### config.mk
export PLATFORM = sky130hd
export DESIGN_NAME = dp_alu
export DESIGN_NICKNAME = d
export VERILOG_FILES = /design/src/rtl/dp_alu_pkg.sv /design/src/rtl/dp_alu_decode.sv /design/src/rtl/dp_alu_arith.sv /design/src/rtl/dp_alu_logic.sv /design/src/rtl/dp_alu_flags.sv /design/src/rtl/dp_alu.sv
export SDC_FILE = /design/constraint.sdc
export NUM_CORES = 1
export LEC_CHECK = 0
export BUFFER_PORTS_ARGS = -buffer_cell sky130_fd_sc_hd__buf_2
export CAP_MARGIN = 25
export CORE_MARGIN = 5
export CORE_UTILIZATION = 50
export DETAILED_ROUTE_END_ITERATION = 8
export PLACE_DENSITY = 0.73
export SETUP_SLACK_MARGIN = 0.2
export SYNTH_ARGS = -nofsm -noshare
export SYNTH_HDL_FRONTEND = slang
export SYNTH_SLANG_ARGS = --single-unit
### constraint.sdc
create_clock -name vclk -period 10.7
set_input_delay 1.07 -clock vclk [all_inputs]
set_output_delay 1.07 -clock vclk [all_outputs]
set_load 0.01 [all_outputs]
### src/rtl/dp_alu_pkg.sv
// Package: shared opcode, flag-class and control types for the data-processing ALU.
// Assumes a 4-bit opcode and a flag vector ordered {N,Z,C,V}.
package dp_alu_pkg;

    typedef enum logic [3:0] {
        OP_AND = 4'h0, OP_EOR = 4'h1, OP_SUB = 4'h2, OP_RSB = 4'h3,
        OP_ADD = 4'h4, OP_ADC = 4'h5, OP_SBC = 4'h6, OP_RSC = 4'h7,
        OP_TST = 4'h8, OP_TEQ = 4'h9, OP_CMP = 4'hA, OP_CMN = 4'hB,
        OP_ORR = 4'hC, OP_MOV = 4'hD, OP_BIC = 4'hE, OP_MVN = 4'hF
    } opcode_e;

    typedef enum logic [1:0] {
        CLS_ADD   = 2'd0,
        CLS_SUB   = 2'd1,
        CLS_RSB   = 2'd2,
        CLS_LOGIC = 2'd3
    } flag_class_e;

    typedef enum logic [2:0] {
        LF_AND = 3'd0,
        LF_EOR = 3'd1,
        LF_ORR = 3'd2,
        LF_MOV = 3'd3,
        LF_BIC = 3'd4,
        LF_MVN = 3'd5
    } logic_fn_e;

    typedef struct packed {
        flag_class_e cls;
        logic_fn_e   lfn;
        logic        use_cin;
        logic        writes_rd;
    } alu_ctrl_t;

    localparam int FLAG_N = 3;
    localparam int FLAG_Z = 2;
    localparam int FLAG_C = 1;
    localparam int FLAG_V = 0;
    localparam int NFLAGS = 4;

endpackage

### src/rtl/dp_alu_decode.sv
// Module: dp_alu_decode
// Turns the 4-bit opcode into the flag class, logic function, carry-in use
// and destination write strobe. Purely combinational; every code is defined.
module dp_alu_decode
    import dp_alu_pkg::*;
(
    input  logic [3:0] opcode,
    output alu_ctrl_t  ctrl
);

    // Map each opcode to its control bundle.
    always_comb begin
        ctrl = '{cls: CLS_LOGIC, lfn: LF_AND, use_cin: 1'b0, writes_rd: 1'b1};
        unique case (opcode_e'(opcode))
            OP_AND: ctrl.lfn = LF_AND;
            OP_EOR: ctrl.lfn = LF_EOR;
            OP_SUB: ctrl.cls = CLS_SUB;
            OP_RSB: ctrl.cls = CLS_RSB;
            OP_ADD: ctrl.cls = CLS_ADD;
            OP_ADC: begin ctrl.cls = CLS_ADD; ctrl.use_cin = 1'b1; end
            OP_SBC: begin ctrl.cls = CLS_SUB; ctrl.use_cin = 1'b1; end
            OP_RSC: begin ctrl.cls = CLS_RSB; ctrl.use_cin = 1'b1; end
            OP_TST: begin ctrl.lfn = LF_AND; ctrl.writes_rd = 1'b0; end
            OP_TEQ: begin ctrl.lfn = LF_EOR; ctrl.writes_rd = 1'b0; end
            OP_CMP: begin ctrl.cls = CLS_SUB; ctrl.writes_rd = 1'b0; end
            OP_CMN: begin ctrl.cls = CLS_ADD; ctrl.writes_rd = 1'b0; end
            OP_ORR: ctrl.lfn = LF_ORR;
            OP_MOV: ctrl.lfn = LF_MOV;
            OP_BIC: ctrl.lfn = LF_BIC;
            OP_MVN: ctrl.lfn = LF_MVN;
            default: ctrl.lfn = LF_AND;
        endcase
    end

endmodule

### src/rtl/dp_alu_arith.sv
// Module: dp_alu_arith
// One shared adder for the add, subtract and reverse-subtract classes.
// Subtraction is formed as x + ~y + cin. The carry-in is the stored C when
// use_cin is set, otherwise 0 for add and 1 for the subtract forms.
// RIPPLE=1 builds an explicit bit chain; RIPPLE=0 leaves the adder to synthesis.
module dp_alu_arith
    import dp_alu_pkg::*;
#(
    parameter int W      = 32,
    parameter bit RIPPLE = 1'b0
) (
    input  flag_class_e  cls,
    input  logic         use_cin,
    input  logic         c_in,
    input  logic [W-1:0] op_a,
    input  logic [W-1:0] op_b,
    output logic [W-1:0] sum,
    output logic         carry,
    output logic         ovf
);

    localparam int MSB = W - 1;

    logic [W-1:0] x;
    logic [W-1:0] y;
    logic         cin;

    // Route and invert operands according to the flag class.
    always_comb begin
        unique case (cls)
            CLS_SUB: begin x = op_a; y = ~op_b; cin = use_cin ? c_in : 1'b1; end
            CLS_RSB: begin x = op_b; y = ~op_a; cin = use_cin ? c_in : 1'b1; end
            default: begin x = op_a; y = op_b;  cin = use_cin ? c_in : 1'b0; end
        endcase
    end

    generate
        if (RIPPLE) begin : g_ripple
            logic [W:0] cy;
            assign cy[0] = cin;
            for (genvar i = 0; i < W; i++) begin : g_bit
                assign sum[i]   = x[i] ^ y[i] ^ cy[i];
                assign cy[i+1]  = (x[i] & y[i]) | (cy[i] & (x[i] ^ y[i]));
            end
            assign carry = cy[W];
        end else begin : g_behav
            logic [W:0] wide;
            assign wide  = {1'b0, x} + {1'b0, y} + {{W{1'b0}}, cin};
            assign sum   = wide[MSB:0];
            assign carry = wide[W];
        end
    endgenerate

    // Signed overflow: operands agree in sign, the sum disagrees.
    assign ovf = ~(x[MSB] ^ y[MSB]) & (sum[MSB] ^ x[MSB]);

endmodule

### src/rtl/dp_alu_logic.sv
// Module: dp_alu_logic
// Bitwise unit for the logical opcodes. Produces no flags itself.
module dp_alu_logic
    import dp_alu_pkg::*;
#(
    parameter int W = 32
) (
    input  logic_fn_e    lfn,
    input  logic [W-1:0] op_a,
    input  logic [W-1:0] op_b,
    output logic [W-1:0] res
);

    // Select the bitwise function.
    always_comb begin
        unique case (lfn)
            LF_AND:  res = op_a & op_b;
            LF_EOR:  res = op_a ^ op_b;
            LF_ORR:  res = op_a | op_b;
            LF_MOV:  res = op_b;
            LF_BIC:  res = op_a & ~op_b;
            LF_MVN:  res = ~op_b;
            default: res = op_a & op_b;
        endcase
    end

endmodule

### src/rtl/dp_alu_flags.sv
// Module: dp_alu_flags
// Forms the next {N,Z,C,V}. N and Z come from the result. C and V come from
// the adder for arithmetic classes. Logical ops take C from the shifter, or hold
// it for an immediate with zero rotation, and keep V unchanged.
module dp_alu_flags
    import dp_alu_pkg::*;
#(
    parameter int W = 32
) (
    input  flag_class_e        cls,
    input  logic               set_flags,
    input  logic [NFLAGS-1:0]  flags_in,
    input  logic [W-1:0]       result,
    input  logic               arith_c,
    input  logic               arith_v,
    input  logic               shift_carry,
    input  logic               imm_op,
    input  logic               imm_rot_nz,
    output logic [NFLAGS-1:0]  flags_out
);

    localparam int MSB = W - 1;

    logic nxt_c;
    logic nxt_v;
    logic logic_c;

    // Carry source for the logical class.
    always_comb begin
        if (imm_op && !imm_rot_nz) logic_c = flags_in[FLAG_C];
        else                       logic_c = shift_carry;
    end

    // Pick C and V by flag class.
    always_comb begin
        if (cls == CLS_LOGIC) begin
            nxt_c = logic_c;
            nxt_v = flags_in[FLAG_V];
        end else begin
            nxt_c = arith_c;
            nxt_v = arith_v;
        end
    end

    // Assemble the flag vector, gated by set_flags.
    always_comb begin
        if (set_flags) begin
            flags_out[FLAG_N] = result[MSB];
            flags_out[FLAG_Z] = ~|result;
            flags_out[FLAG_C] = nxt_c;
            flags_out[FLAG_V] = nxt_v;
        end else begin
            flags_out = flags_in;
        end
    end

endmodule

### src/rtl/dp_alu.sv
// Module: dp_alu (top)
// Combinational data-processing ALU. It assumes op_b is already shifted or
// rotated upstream and that shift_carry is that unit's carry output. Holds no
// state, so it has no clock or reset.
module dp_alu
    import dp_alu_pkg::*;
#(
    parameter int W      = 32,
    parameter bit RIPPLE = 1'b0
) (
    input  logic [3:0]        opcode,
    input  logic [W-1:0]      op_a,
    input  logic [W-1:0]      op_b,
    input  logic              shift_carry,
    input  logic              imm_op,
    input  logic              imm_rot_nz,
    input  logic              set_flags,
    input  logic [NFLAGS-1:0] flags_in,
    output logic [W-1:0]      result,
    output logic              rd_write,
    output logic [NFLAGS-1:0] flags_out
);

    alu_ctrl_t    ctrl;
    logic [W-1:0] arith_sum;
    logic [W-1:0] logic_res;
    logic         arith_c;
    logic         arith_v;

    dp_alu_decode u_dec (
        .opcode (opcode),
        .ctrl   (ctrl)
    );

    dp_alu_arith #(.W(W), .RIPPLE(RIPPLE)) u_arith (
        .cls     (ctrl.cls),
        .use_cin (ctrl.use_cin),
        .c_in    (flags_in[FLAG_C]),
        .op_a    (op_a),
        .op_b    (op_b),
        .sum     (arith_sum),
        .carry   (arith_c),
        .ovf     (arith_v)
    );

    dp_alu_logic #(.W(W)) u_logic (
        .lfn  (ctrl.lfn),
        .op_a (op_a),
        .op_b (op_b),
        .res  (logic_res)
    );

    // Choose the result source by class.
    always_comb begin
        result = (ctrl.cls == CLS_LOGIC) ? logic_res : arith_sum;
    end

    assign rd_write = ctrl.writes_rd;

    dp_alu_flags #(.W(W)) u_flags (
        .cls         (ctrl.cls),
        .set_flags   (set_flags),
        .flags_in    (flags_in),
        .result      (result),
        .arith_c     (arith_c),
        .arith_v     (arith_v),
        .shift_carry (shift_carry),
        .imm_op      (imm_op),
        .imm_rot_nz  (imm_rot_nz),
        .flags_out   (flags_out)
    );

endmodule

### Word level (Yosys, flattened, before mapping)

Cells that the tools add are included.

* flip-flop bits (word level): 0
* bits in latches: 0
* memory bits (writable): 0
* bits in read-only memories: 0
* input bits: 76
* output and inout bits: 37
* memories: 0

* add/sub/neg operators: 2
* multipliers: 0
* div/mod/pow operators: 0
* order comparisons: 0
* equality and inequality tests: 23
* shift-type cells: 0
* mux-type cells: 15
* bitwise operators: 10
* reductions and logical operators: 11

Operators with widths (number)
* $pmux W32 S5: 1
* $and A32 B32 Y32: 2
* $mux W32: 2
* $not A32 Y32: 2
* $pmux W32 S2: 1
* $add A32 B32 Y33: 1
* $add A33 B1 Y33: 1
* $eq A4 B4 Y1 const B: 8
* $or A32 B32 Y32: 1
* $reduce_or A32 Y1: 1
* $xor A32 B32 Y32: 1
* $eq A4 B3 Y1 const B: 4
* $pmux W3 S5: 1
* $reduce_or A3 Y1: 3
* $eq A4 B2 Y1 const B: 2
* $mux W1: 8
* $eq A3 B2 Y1 const B: 2
* $eq A3 B3 Y1 const B: 2
* $pmux W2 S3: 1
* $reduce_or A2 Y1: 3
* $eq A2 B2 Y1 const B: 2
* $eq A4 B1 Y1 const B: 1
* $mux W4: 1
* $reduce_or A4 Y1: 1
* 7 further kinds: 9

### Depth between registers and ports, before layout

* depth after elaboration: 11
* gate-level depth with buffers: 24
* gate-level depth less buffers: 19

### Cells and area by module

A second synthesis with hierarchy kept.

* cells, all modules: 937
* area, all modules: 6555.0 µm²

Modules (own cells, without submodules)
* dp_alu_logic: instances 1, cells an instance 443, area an instance 2899.0 µm²
* dp_alu_arith: instances 1, cells an instance 424, area an instance 2876.5 µm²
* dp_alu: instances 1, cells an instance 36, area an instance 544.3 µm²
* dp_alu_flags: instances 1, cells an instance 22, area an instance 160.2 µm²
* dp_alu_decode: instances 1, cells an instance 12, area an instance 75.1 µm²

### Worst setup path after synthesis

OpenSTA, ideal clock, no wires.

* path type: in2out
* start: input port opcode[2]
* end: output port flags_out[2]
* arrival time: 6.708 ns
* slack: 2.922 ns
* cell stages on the path: 23
* path through: buf_6 nor2b_1 buf_2 a21oi_2 clkbuf_1 clkbuf_1 nor2_1 ha_1 clkbuf_1 clkbuf_1 a21oi_1 fa_1 fa_1 a211oi_2 o21ai_2 nand3_1 nand3_1 and3_1 a211oi_2 mux2_1 or4b_1 or3_1 o32ai_1

* cells in the longest elaborated chain, start to end: 11

RTL lines
* start: declaration: line dp_alu.sv:11 `input logic [3:0] opcode,`
* $eq A4 B3 Y1, or another cell as far along: line dp_alu_decode.sv:14 `unique case (opcode_e'(opcode))`
* $reduce_or A3 Y1 (no line) / $reduce_or A2 Y1 (equally long branches)
* $pmux W2 S3: line dp_alu_decode.sv:14
* $eq A2 B2 Y1 / $eq A2 B1 Y1 (equally long branches): line dp_alu_arith.sv:30 `unique case (cls)`
* $pmux W32 S2, or another cell as far along: line dp_alu_arith.sv:30
* $add A32 B32 Y33 / $mux W1 (equally long branches)
* $add A33 B1 Y33: line dp_alu_arith.sv:48 `assign wide = {1'b0, x} + {1'b0, y} + {{W{1'b0}}, cin};`
* $mux W32 (*): line dp_alu.sv:55 `result = (ctrl.cls == CLS_LOGIC) ? logic_res : arith_sum;`
* $reduce_or A32 Y1 (*): line dp_alu_flags.sv:49 `flags_out[FLAG_Z] = ~|result;`
* $logic_not A1 Y1 (*): line dp_alu_flags.sv:49
* $mux W4 (*): line dp_alu_flags.sv:47 `if (set_flags) begin`
* end: declaration: line dp_alu.sv:21 `output logic [NFLAGS-1:0] flags_out`

Mark *: on every way between the ends. The rest lies on a longest branch, timed or not.

### Worst setup path after layout

Same ends and word-level chain as after synthesis.

==> results.ini <==
[floorplanning]
die_y_um=118
die_w_um=118
core_um2=11500
die_area_um2=14000
start_util_pct=51.2
rows=39
num_io_pins=113

[global_route]
grt_max_degree=53
antenna_found_initial=0
grt_pass1_wl_um=35000
gr-total-overflow=0
grt_util_all_layers_pct=29.3
grt_pass1_vias=6832

[sta]
min_period_over_period_pct=76.2
rsz0062_at_grt=false
slew_headroom_pct=44.5
worstMarginPinSlew_ps=833
layout_setup_ws_ps=2550
whs_ps=2420
finalMaxSlewViolations=0
finalSetupTns_ps=0
setup_viol=0
min_period_ps=8150
clock.fmax_mhz=123
finalHoldViolCount=0

[layout]
seq_area_um2=0
fin_nets=1129
nFlopsAndLatches=0
syn_to_final_growth_pct=8.36
fin_util_pct=55.4
layout-drive-gt1-share_pct=15.2
clockBufferCount=0
diodes=0

[clock_tree]
cts_resized=0
postCtsSetupBuffers=0
ctsHoldBuffers=0

[synthesis]
avgSynthCellArea_um2=6.30
synth_cell_types=79
yosys_warnings=0
ys_seq_area_share_pct=0
netlist.area_leader.share_pct=13.9
syn_area_um2=5870
yosys.area.top_type=ha_1
synth.area.top_cells=ha_1 14%, a21oi_1 9.7%, o21ai_0 7.5%, nand2_1 7.4%, a221oi_1 5.1%
synth_nets=1074
syn_inst=931

[power_and_ir_drop]
switching_share_pct=62.3
comb_power_share_pct=100.0
p_int_uw=257
peakVddDrop_mv=0.0538
seq_power_share_pct=0
p_switching_uw=424
power_uw=681
clkPwrFrac_pct=0
p_per_area_nw_per_um2=107
leakage_nw=2.82

[setup_path]
worstPathRequired_ps=9630
crit_cells=19
path_buf_inv=2
cp_cell_sequence=buf_2 > nor2b_1 > a21oi_2 > nor2_1 > ha_2 > o21ai_0 > fa_1 > fa_1 > a211oi_2 > nor3_1 > o2111ai_1 > nand4_1 > a21oi_1 > xnor2_1 > a211oi_1 > nand4_1 > or4_1 > o32ai_1 > buf_2
end_kind=primary output
critPathSlowestCell=ha_2
path_class=in2out
slowest_delay_ps=740
cp.arrival_ps=7080
path_delay_family=compound AO/OA/AOI/OAI gates
critPathMaxFanout=52
cp-start-kind=input pin

[route]
num_vias=7450
wl_um=21800
drtIter0Drc=810
ant_nets=0
first_pass_iters=7
avgRoutedWirePerCell_um=19.4
drcViolationCount=0
vias_per_cell=6.61

[placement]
place_hpwl_um=16100
routabilityCongestion=0.981
io_buffers=113
place_ws_ps=2680

[run_status]
outcome=finished clean

[job]
maxCapViolations=0

[min_path]
hold_path_depth=4
hold_path.class=in2out

==> cell usage after synthesis, types with 8 or more instances <==
library cell / instances
nand2_1: 115
a21oi_1: 114
o21ai_0: 88
inv_1: 77
ha_1: 65
nor2_1: 48
a221oi_1: 34
clkbuf_1: 34
buf_2: 28
xor2_1: 25
xnor2_1: 24
nand3_1: 19
a31oi_1: 16
nor3_1: 15
o211ai_1: 14
mux2i_1: 13
a211oi_1: 12
o22ai_1: 12
o31ai_1: 11
nand4_1: 10
a22oi_1: 9
o21ai_1: 9
a21o_1: 8
o221ai_1: 8
==> power groups by stage <==
stage / logic, mW / registers [mW] / clock network, mW
2_1_floorplan: 0.486 / 0 / 0
3_3_place_gp: 0.661 / 0 / 0
3_5_place_dp: 0.663 / 0 / 0
4_1_cts: 0.667 / 0 / 0
5_1_grt: 0.745 / 0 / 0
6_report: 0.681 / 0 / 0
==> final timing paths <==
| check | slack [ps] | to | start |
|---|---|---|---|
| hold / removal | 2420 | flags_out[0] | flags_in[0] |
| setup / recovery | 2550 | flags_out[2] | opcode[2] |
==> area by class of cell <==
cell class         instances  area, µm²
repair buffers           126        663
well taps                143        179
inverters                 77        289
multi-input cells        781       5230
fillers                 1177       5110
==> routing by layer <==
metal  track usage, %  vias to the layer above  routed length, µm
met1             38.3                     3373               9140
met5                0                        -                  0
met3             4.82                       61               2210
met4             9.39                        0                721
met2             49.1                      434               9760
li1                 -                     3582                  -
==> through the flow <==
step	area (µm²)	instances
after floorplan	5870	931
after global placement	6360	1127
after detailed placement	6360	1127
after CTS	6360	1127
after global routing	6360	1127
final	6360	1127
==> cell usage in the layout, fill, tap and decap left out, drive strengths merged, types with 3 or more instances in the layout <==
cell | Yosys | layout
o31ai | 11 | 11
buf | 39 | 126
a21oi | 120 | 120
and3 | 4 | 4
nand4 | 11 | 11
a31oi | 16 | 16
o21ai | 99 | 99
o32a | 5 | 5
a22oi | 9 | 9
a221oi | 35 | 35
nor3 | 15 | 15
xnor2 | 24 | 24
o311ai | 4 | 4
o211ai | 15 | 15
nand3 | 19 | 19
o22ai | 12 | 12
a32oi | 3 | 3
a41oi | 3 | 3
nand3b | 5 | 5
o21bai | 3 | 3
ha | 65 | 65
nor2 | 49 | 49
o221ai | 8 | 8
nor2b | 6 | 6
nand2 | 115 | 115
inv | 77 | 77
a21o | 8 | 8
nand2b | 5 | 5
o32ai | 3 | 3
o2bb2ai | 7 | 7
or3 | 5 | 5
mux2i | 13 | 13
o21a | 5 | 5
a211oi | 15 | 15
xor2 | 25 | 25
==> cells by family (layout without fill, tap and decap cells) <==
kind of cell    after synthesis  after routing  share of synthesized area, %
compound gates              400            400                          44.4
simple gates                250            250                          20.1
fa+ha+maj                    67             67                          14.5
xor+xnor                     49             49                          7.32
buf+inv                     150            203                          11.0
mux                          15             15                          2.60
No activity file was read; power rests on OpenSTA's default activity.
